## src/rtl/modfib_pkg.sv

```systemverilog
package modfib_pkg;

   typedef enum logic {
      PH_ACC = 1'b0,
      PH_RED = 1'b1
   } phase_e;

   localparam int unsigned LANES = 2;

endpackage

```

## src/rtl/modfib_phase_ctrl.sv

```systemverilog
module modfib_phase_ctrl
   import modfib_pkg::*;
(
   input  logic   clk,
   input  logic   rst,
   input  logic   in_valid,
   output phase_e phase,
   output logic   take,
   output logic   done
);

   phase_e phase_q;

   assign phase = phase_q;
   assign take  = (phase_q == PH_ACC) && in_valid;

   always_ff @(posedge clk) begin
      if (rst) begin
         phase_q <= PH_ACC;
         done    <= 1'b0;
      end else begin
         done <= (phase_q == PH_RED);
         unique case (phase_q)
            PH_ACC:  if (in_valid) phase_q <= PH_RED;
            PH_RED:  phase_q <= PH_ACC;
            default: phase_q <= PH_ACC;
         endcase
      end
   end

endmodule

```

## src/rtl/modfib_lane.sv

```systemverilog
module modfib_lane
   import modfib_pkg::*;
#(
   parameter int unsigned W   = 18,
   parameter int unsigned ADJ = 4030
) (
   input  phase_e       phase,
   input  logic [W:0]   acc_a,
   input  logic [W:0]   acc_b,
   input  logic [W:0]   red_a,
   input  logic         cin,
   output logic [W:0]   sum
);

   localparam logic [W:0] ADJ_V = (W+1)'(ADJ);

   logic [W:0] op_a;
   logic [W:0] op_b;
   logic       op_c;

   always_comb begin
      if (phase == PH_ACC) begin
         op_a = acc_a;
         op_b = acc_b;
         op_c = cin;
      end else begin
         op_a = red_a;
         op_b = ADJ_V;
         op_c = 1'b0;
      end
      sum = op_a + op_b + {{W{1'b0}}, op_c};
   end

endmodule

```

## src/rtl/modfib_acc_reg.sv

```systemverilog
module modfib_acc_reg
   import modfib_pkg::*;
#(
   parameter int unsigned W    = 18,
   parameter int unsigned SEED = 0
) (
   input  logic         clk,
   input  logic         rst,
   input  phase_e       phase,
   input  logic         take,
   input  logic [W:0]   sum,
   output logic [W:0]   val_q,
   output logic         carry_q
);

   always_ff @(posedge clk) begin
      if (rst) begin
         val_q   <= (W+1)'(SEED);
         carry_q <= 1'b0;
      end else if (take) begin
         val_q <= sum;
      end else if (phase == PH_RED) begin
         carry_q <= sum[W];
         if (sum[W]) val_q <= {1'b0, sum[W-1:0]};
      end
   end

endmodule

```

## src/rtl/modfib_scrambler.sv

```systemverilog
module modfib_scrambler
   import modfib_pkg::*;
#(
   parameter int unsigned W       = 18,
   parameter int unsigned MODULUS = 258114,
   parameter int unsigned SEED_L  = 56247,
   parameter int unsigned SEED_R  = 111981
) (
   input  logic           clk,
   input  logic           rst,
   input  logic           in_valid,
   input  logic [W-1:0]   in_data,
   output logic           in_ready,
   output logic           out_valid,
   output logic [W-1:0]   out_data
);

   localparam int unsigned ADJ = (1 << W) - MODULUS;

   if (W < 2 || W > 30)
      $error("modfib_scrambler: W out of range");
   if (MODULUS < 2 || MODULUS >= (1 << W))
      $error("modfib_scrambler: MODULUS must lie below 2**W");
   if (SEED_L >= MODULUS || SEED_R >= MODULUS)
      $error("modfib_scrambler: seeds must lie below MODULUS");

   phase_e     phase;
   logic       take;
   logic [W:0] lane_q   [LANES];
   logic       lane_c   [LANES];
   logic [W:0] lane_sum [LANES];

   modfib_phase_ctrl u_ctrl (
      .clk      (clk),
      .rst      (rst),
      .in_valid (in_valid),
      .phase    (phase),
      .take     (take),
      .done     (out_valid)
   );

   for (genvar g = 0; g < LANES; g++) begin : g_lane
      localparam int unsigned SEED = (g == 0) ? SEED_L : SEED_R;
      logic [W:0] acc_a;

      if (g == 0) begin : g_left
         assign acc_a = {1'b0, in_data};
      end else begin : g_right
         assign acc_a = lane_q[0];
      end

      modfib_lane #(.W(W), .ADJ(ADJ)) u_add (
         .phase (phase),
         .acc_a (acc_a),
         .acc_b (lane_q[1]),
         .red_a (lane_q[g]),
         .cin   (lane_c[g]),
         .sum   (lane_sum[g])
      );

      modfib_acc_reg #(.W(W), .SEED(SEED)) u_reg (
         .clk     (clk),
         .rst     (rst),
         .phase   (phase),
         .take    (take),
         .sum     (lane_sum[g]),
         .val_q   (lane_q[g]),
         .carry_q (lane_c[g])
      );
   end

   assign in_ready = (phase == PH_ACC);
   assign out_data = lane_q[0][W-1:0];

endmodule

```

## config.mk

```make
export PLATFORM = sky130hd
export DESIGN_NAME = modfib_scrambler
export DESIGN_NICKNAME = d
export VERILOG_FILES = /design/src/rtl/modfib_pkg.sv /design/src/rtl/modfib_phase_ctrl.sv /design/src/rtl/modfib_lane.sv /design/src/rtl/modfib_acc_reg.sv /design/src/rtl/modfib_scrambler.sv
export SDC_FILE = /design/constraint.sdc
export NUM_CORES = 1
export LEC_CHECK = 0
export BUFFER_PORTS_ARGS = -buffer_cell sky130_fd_sc_hd__buf_2
export CORE_ASPECT_RATIO = 1.25
export CORE_MARGIN = 2
export CORE_UTILIZATION = 52
export CTS_BUF_LIST = sky130_fd_sc_hd__clkbuf_4
export DETAILED_ROUTE_END_ITERATION = 16
export MAX_ROUTING_LAYER = met4
export PLACE_DENSITY = 0.72
export SETUP_SLACK_MARGIN = 0.5
export SLEW_MARGIN = 20
export SYNTH_ARGS = -nofsm -noshare
export SYNTH_HDL_FRONTEND = slang
export SYNTH_HIERARCHICAL = 1
export SYNTH_SLANG_ARGS = --single-unit
```

## constraint.sdc

```tcl
create_clock -name clk -period 4.25 [get_ports clk]
set_clock_uncertainty 0.05 [all_clocks]
set_input_delay 0.85 -clock clk [delete_from_list [all_inputs] [get_ports clk]]
set_output_delay 0.85 -clock clk [all_outputs]
set_load 0.005 [all_outputs]
```

==> impl_summary.txt, run 1 <==
----------------------------------------------------
[Run status]
  Result of the run ... finished clean

[GRT]
  Gr ovfl total ... 0
  Busiest layer in global routing ... met2
  Maximum number of pins on one net before global-route repair ... 64
  Met1 GRT Util ... 29.3%
  GRT Resource Usage Total ... 22.6%
  Initial antenna violation count ... 0
  First-pass GRT wire length ... 16000 µm
  Routing usage on met3 ... 3.10%
  Met2 Use GR ... 36.3%
  Via count of the first global-routing pass ... 3475

[Setup path]
  Crit Path Category ... reg -> reg
  Setup slack of the worst register-to-register path ... 700 ps
  Setup crit end kind ... register
  Crit path required time ... 4510 ps
  Maximum net fanout on the critical path ... 16
  Setup crit start ... u_ctrl/phase
  Critical register-to-register path endpoint ... g_lane[1].u_reg/val_q[11]
  Type of origin of the critical path ... register
  FF-to-FF Start ... u_ctrl/phase
  Endpoint arrival time on the critical path ... 3810 ps
  Depth of the worst register-to-register path ... 13

[Clock network]
  Clock tree from TritonCTS ... done
  H-tree level count ... 2
  Largest buffer count on any clock path ... 2
  Hold buffers post-CTS ... 0
  Worst skew pair latency ... 380 ps
  Clock edge transition at the registers on the reported setup and hold paths ... 130 ps
  CTS Root Cell ... sky130_fd_sc_hd__clkbuf_4
  Number of sinks handled by clock tree synthesis ... 42
  Number of buffers inserted during clock tree synthesis ... 5

[Logic synthesis]
  Net count of the mapped netlist ... 568
  Total of warnings raised by yosys ... 6
  Sequential area share after synthesis ... 20.2%
  Cell count after synthesis ... 509
  Mapped Avg Cell Area ... 8.19 µm²
  Number of distinct library cells after synthesis ... 56
  Mapped cell area ... 0.00417 mm²
  Flop and latch count out of synthesis ... 42

[Place]
  # port buffers ... 40
  Final weighted congestion of routability-driven global placement ... 0.880
  Total placed cells including tap cells ... 630
  Detailed Place HPWL ... 7140 µm

[Routing]
  Number of detailed-routing iterations run before antenna repair ... 4
  Average via count per standard cell ... 5.62
  Routed len/inst ... 15.0 µm
  Remaining DRCs ... 0
  DRT Wirelength ... 9650 µm
  Count of routing violations after the opening detailed-route iteration ... 170
  Number of vias after detailed routing ... 3611
  Antenna violation net count after detailed routing ... 0

[Timing]
  Final Critical Period ... 3550 ps
  Sum Neg Setup Slack ... 0 ps
  Final hold violation count ... 0
  RSZ-0062 raised after global routing ... false
  Slew headroom ... 56.6%
  Final clock period utilization by the worst path ... 83.6%
  Slew @ Worst Pin ... 652 ps
  Count of pins over their slew limit ... 0
  Achievable frequency ... 0.281 GHz
  Count of final setup violators ... 0

[Final layout]
  Post-Layout Cell Count ... 642
  Ant. Diodes ... 0
  Post-layout nets ... 605
  Util after Layout ... 58.9%
  Fill cell instance count of the final layout ... 700
  Post-synthesis to final-layout area growth ... 10.2%
  Ratio of cells with drive above 1 in the final layout ... 31.3%
  Most frequent cells in the layout ... sky130_fd_sc_hd__nand2_1 (51), sky130_fd_sc_hd__a21oi_1 (51), sky130_fd_sc_hd__dfxtp_1 (41)

[Power]
  Switching power ... 1.70 mW
  Clk network pwr share ... 7.8%
  Static power due to leakage ... 1.82 nW
  Power after layout ... 3.59 mW
  Sequential share of power ... 20.4%
  Maximum ir drop on the vdd rail ... 0.000351 V
  Power Dens Cells ... 781 mW/mm²
  Cell-internal power ... 1.89 mW
  Share of total power in combinational logic ... 71.8%
  Net switching share of the total power ... 47.4%

[Min path]
  Hold path startpoint ... g_lane[1].u_reg/val_q[17]
  Hold Crit Class ... reg -> reg
  Hold worst-path end ... g_lane[1].u_reg/val_q[17]
  Worst hold path depth ... 2

[Floorplan]
  Area enclosed by the die boundary ... 0.00875 mm²
  Core Region ... 0.00779 mm²
  Initial standard-cell utilization of the core ... 53.5%
  Die height ... 104 µm
  Number of top-level pins ... 41
  Row cnt ... 36
  Die Width ... 84.1 µm

[Run]
  Number of maximum-capacitance constraint violations ... 0

----------------------------------------------------
==> cell type report <==
class	instances	area, µm²	area share (%)
Multi-Input combinational cell	428	3130	68.1
Sequential cell	42	845	18.4
Timing Repair Buffer	52	355	7.74
Tap cell	95	119	2.59
Inverter	17	63.8	1.39
Clock buffer	7	52.6	1.14
Clock inverter	1	30.0	0.654
==> metrics by stage <==
| stage | hold slack, ps | area, µm² | setup slack [ps] |
|---|---|---|---|
| final | 438 | 4590 | 696 |
| after global routing | 476 | 4590 | 503 |
| after CTS | 438 | 4530 | 518 |
| after detailed placement | 419 | 4420 | 63.5 |
| after global placement | 409 | 4420 | 163 |
| after floorplan | 394 | 4170 | 505 |
==> power by group through the flow <==
stage | Combinational [mW] | Sequential [mW] | Clock (mW)
2_1_floorplan | 2.08 | 0.676 | 0
3_3_place_gp | 2.45 | 0.725 | 0
3_5_place_dp | 2.51 | 0.736 | 0
4_1_cts | 2.55 | 0.726 | 0.288
5_1_grt | 2.87 | 0.754 | 0.302
6_report | 2.58 | 0.731 | 0.280
==> flip-flops by register name, indices dropped and copies added (netlist names) <==
signal,count
g_lane.u_reg/val_q,38
u_ctrl/done,1
u_ctrl/phase,1
g_lane.u_reg/carry_q,2
==> layer usage <==
layer / wire (µm) / vias up
met2: 4660 / 65
met4: 170 / 0
met1: 4520 / 1679
li1: - / 1853
met3: 299 / 14
met5: 0 / -
==> Yosys cell counts (all sizes together) <==
master,number,share of area (%)
a2111oi,1,0.66
a211o,1,0.21
a211oi,3,0.66
a21boi,3,0.63
a21o,8,1.5
a21oi,54,7.1
a31oi,3,0.60
and2,2,0.30
and3,1,0.15
buf,12,2.9
clkbuf,10,0.90
conb,1,0.090
dfxtp,42,20
fa,4,1.9
ha,34,10
inv,17,1.5
mux2,32,8.6
mux2i,6,1.4
nand2,51,4.6
nand2b,11,1.7
nand3,8,0.96
nand3b,2,0.36
nand4,2,0.30
nor2,46,5.3
nor2b,21,3.3
nor3,49,8.3
nor3b,1,0.30
nor4,1,0.15
o2111ai,1,0.21
o211ai,3,0.54
o21a,4,0.72
o21ai,17,2.2
o221ai,2,0.57
o311ai,1,0.21
o31ai,2,0.48
o41ai,1,0.39
or2,18,2.7
xnor2,24,5.0
xor2,10,2.1
==> cell families (layout without fill, tap and decap cells) <==
logic type,count (synthesis),count (layout),synth area share (%)
buffers and inverters,39,77,5.31
muxes,38,38,10.1
AOI/OAI and AO/OA,104,104,16.7
adders and majority gates,38,38,12.1
xor gates and xnor gates,34,34,7.14
DFF,42,42,20.2
other,1,1,0.0900
and+or+nand+nor,213,213,28.4
==> worst max-delay path by stage <==
stage | end | slack (ps)
after floorplan | g_lane[0].u_reg/val_q[11] | 500
after global placement | g_lane[0].u_reg/val_q[3] | 160
after detailed placement | g_lane[0].u_reg/val_q[16] | 60
after CTS | g_lane[1].u_reg/val_q[11] | 520
after global routing | g_lane[0].u_reg/val_q[0] | 500
final | g_lane[1].u_reg/val_q[11] | 700
==> critical path: stages (launching register included) <==
cell	delay, ps
sky130_fd_sc_hd__dfxtp_4	500
sky130_fd_sc_hd__buf_4	230
sky130_fd_sc_hd__mux2_2	350
sky130_fd_sc_hd__ha_1	360
sky130_fd_sc_hd__o211ai_1	210
sky130_fd_sc_hd__a21oi_1	90
sky130_fd_sc_hd__o21ai_1	240
sky130_fd_sc_hd__o21ai_2	120
sky130_fd_sc_hd__o31ai_1	480
sky130_fd_sc_hd__xnor2_2	240
sky130_fd_sc_hd__a21o_1	230
sky130_fd_sc_hd__buf_12	170
sky130_fd_sc_hd__nand2_1	60
sky130_fd_sc_hd__a21oi_1	140
==> repair_timing <==
action                                  CTS  global route
endpoints found under the setup margin   36            36
resized for setup                         2             5
pin swaps                                 1             0
buffers inserted                          1             2
cloned                                    0             1
(Power assumes the default switching activity.)
==> run 2: changes to the inputs <==
==> constraint.sdc (replaced) <==
create_clock -name clk -period 3.4 [get_ports clk]
set_clock_uncertainty 0.05 [all_clocks]
set_input_delay 0.68 -clock clk [delete_from_list [all_inputs] [get_ports clk]]
set_output_delay 0.68 -clock clk [all_outputs]
set_load 0.005 [all_outputs]
==> run 2 against run 1 <==
Die area unchanged. Non-clock buffer count up 41. Global-route usage up 3.2 points. Critical path type unchanged. Largest cell class unchanged. Critical path depth up 3. Largest power group unchanged.
==> impl_summary.txt, run 2 (synthesis results as in run 1) <==
----------------------------------------------------
[Setup path]
  Maximum net fanout on the critical path ... 6
  Setup crit end kind ... register
  Endpoint arrival time on the critical path ... 3560 ps
  Maximum single-stage delay on the critical path ... 400 ps
  Type of origin of the critical path ... register
  Ordered cell list for the critical path ... buf_6 > nand2b_4 > fa_2 > fa_2 > nand2b_4 > a21oi_4 > o21ai_4 > o221ai_2 > a31oi_2 > xnor2_2 > buf_4 > a21oi_4 > buf_12 > buf_12 > nand2_1 > a21oi_2
  Crit path required time ... 3670 ps
  Worst-path cell with the longest stage delay ... sky130_fd_sc_hd__fa_2
  Crit Path Category ... reg -> reg
  Depth of the worst register-to-register path ... 16
  Setup slack of the worst register-to-register path ... 110 ps
  Critical register-to-register path endpoint ... g_lane[0].u_reg/val_q[10]
  FF-to-FF Start ... u_ctrl/phase

[Final layout]
  Cell area after layout ... 0.00564 mm²
  Ant. Diodes ... 0
  Leading registers by flop count ... g_lane.u_reg/val_q: 38 flops, g_lane.u_reg/carry_q: 2 flops
  Ratio of cells with drive above 1 in the final layout ... 48.0%
  Post-Layout Cell Count ... 683
  Top reg by flops ... g_lane.u_reg/val_q
  Post-synthesis to final-layout area growth ... 35.4%
  Util after Layout ... 72.4%
  Commonest non-fill, non-tap cell in the layout ... sky130_fd_sc_hd__nand2_1
  Post-layout nets ... 646
  Flip-flop count of the largest register, all copies and words added ... 38
  Fill cell instance count of the final layout ... 559
  Most frequent cells in the layout ... sky130_fd_sc_hd__nand2_1 (45), sky130_fd_sc_hd__dfxtp_1 (40), sky130_fd_sc_hd__buf_2 (39)

[Place]
  Total placed cells including tap cells ... 649
  Detailed Place HPWL ... 7660 µm
  Final weighted congestion of routability-driven global placement ... 0.920
  Area of placed instances ... 0.00486 mm²
  # port buffers ... 40
  Minimum setup slack after placement ... -63.2 ps

[Clock network]
  Worst skew pair latency ... 390 ps
  Clock edge transition at the registers on the reported setup and hold paths ... 150 ps
  Largest buffer count on any clock path ... 2
  Hold buffers post-CTS ... 0
  Clock tree from TritonCTS ... done
  Number of sinks handled by clock tree synthesis ... 42
  H-tree level count ... 2
  Number of buffers inserted during clock tree synthesis ... 5
  CTS Root Cell ... sky130_fd_sc_hd__clkbuf_4

[Timing]
  Final hold violation count ... 0
  Worst Slack Setup Final ... 109 ps
  Final clock period utilization by the worst path ... 96.8%
  Count of final setup violators ... 0
  Slew @ Worst Pin ... 711 ps
  Count of pins over their slew limit ... 0
  RSZ-0062 raised after global routing ... true
  Slew headroom ... 52.6%
  Achievable frequency ... 0.304 GHz
  Final Critical Period ... 3290 ps

[GRT]
  First-pass GRT wire length ... 18100 µm
  GRT Resource Usage Total ... 25.8%
  Initial antenna violation count ... 0
  Via count of the first global-routing pass ... 3814
  Gr ovfl total ... 0
  Maximum number of pins on one net before global-route repair ... 37

[Min path]
  Worst hold path depth ... 2
  Hold Crit Class ... reg -> reg
  Hold path startpoint ... g_lane[1].u_reg/val_q[1]
  Hold worst-path end ... g_lane[1].u_reg/val_q[1]

[Run]
  Number of maximum-capacitance constraint violations ... 0

[Power]
  Clk network pwr share ... 6.0%
  Share of total power in combinational logic ... 76.8%
  Power Dens Cells ... 1000 mW/mm²
  Cell-internal power ... 2.94 mW
  Switching power ... 2.73 mW
  Static power due to leakage ... 2.26 nW
  Power after layout ... 5.67 mW
  Net switching share of the total power ... 48.2%
  Maximum ir drop on the vdd rail ... 0.000489 V
  Sequential share of power ... 17.2%

[Routing]
  Antenna violation net count after detailed routing ... 0
  Routed len/inst ... 17.3 µm
  Remaining DRCs ... 0
  Number of vias after detailed routing ... 3966
  Average via count per standard cell ... 5.81
  DRT Wirelength ... 11800 µm
  Number of detailed-routing iterations run before antenna repair ... 5
  Count of routing violations after the opening detailed-route iteration ... 192

[Floorplan]
  Number of top-level pins ... 41
  Area enclosed by the die boundary ... 0.00875 mm²
  Row cnt ... 36
  Initial standard-cell utilization of the core ... 53.5%
  Core Region ... 0.00779 mm²
  Die Width ... 84.1 µm
  Die height ... 104 µm

[Run status]
  Result of the run ... finished clean

----------------------------------------------------
## run 2: cell count changes in the layout (fill, tap and decap cells not counted), moves of 7 or more
| cell | delta |
|---|---|
| sky130_fd_sc_hd__nor3_4 | +28 |
| sky130_fd_sc_hd__nor3_1 | -24 |
| sky130_fd_sc_hd__buf_4 | +23 |
| sky130_fd_sc_hd__a21oi_1 | -18 |
| sky130_fd_sc_hd__a21oi_2 | +16 |
| sky130_fd_sc_hd__buf_6 | +9 |
| sky130_fd_sc_hd__ha_1 | -7 |
## run 2: worst max path at each step
stage,to,start,depth (start not counted)
2_1_floorplan,g_lane[0].u_reg/val_q[0],in_data[0],14
3_3_place_gp,g_lane[0].u_reg/val_q[3],in_data[0],14
3_5_place_dp,g_lane[0].u_reg/val_q[16],in_data[0],14
4_1_cts,g_lane[0].u_reg/val_q[17],u_ctrl/phase,15
5_1_grt,g_lane[0].u_reg/val_q[10],u_ctrl/phase,16
6_report,g_lane[0].u_reg/val_q[10],u_ctrl/phase,16
## run 2: through the flow
stage	hold slack (ps)	TNS (ps)
after floorplan	394	0
after global placement	408	0
after detailed placement	422	-311
after CTS	442	0
after global routing	473	-29.2
final	466	0
## run 2: power groups by stage
stage	sequential (mW)	combinational, mW	clock [mW]
2_1_floorplan	0.884	2.78	0
3_3_place_gp	0.949	3.45	0
3_5_place_dp	0.962	3.52	0
4_1_cts	0.952	3.81	0.350
5_1_grt	0.997	4.73	0.361
6_report	0.973	4.35	0.342
## run 2: what timing repair did
item	4_1_cts	5_1_grt
setup buffers	14	6
endpoints found under the setup margin	40	40
resized for setup	24	60
pin swaps	25	25
cloned	2	4
## run 2: final cells by class
cell class                 instances  area, µm²  area share, %
tap                               95        119           2.11
inverter                          17       63.8           1.13
sequential                        42        846           15.0
multi-input combinational        428       3710           65.8
timing repair buffer              93        822           14.6
clock inverter                     3       40.0          0.710
clock buffer                       5       37.5          0.665
## run 2: metal layers
| metal | part of all wire [%] | track usage (%) |
|---|---|---|
| met1 | 44 | 32.0 |
| met5 | 0 | - |
| met2 | 51 | 43.5 |
| met4 | 2.1 | 7.37 |
| met3 | 3.6 | 3.57 |
## run 2: worst max-delay path: cells and delay by family, from the launching register on
family | cells | cell delay [ps]
compound gates | 6 | 930
fa+ha+maj | 2 | 760
buf+inv | 4 | 540
flops | 1 | 390
simple gates | 3 | 380
xor+xnor | 1 | 170
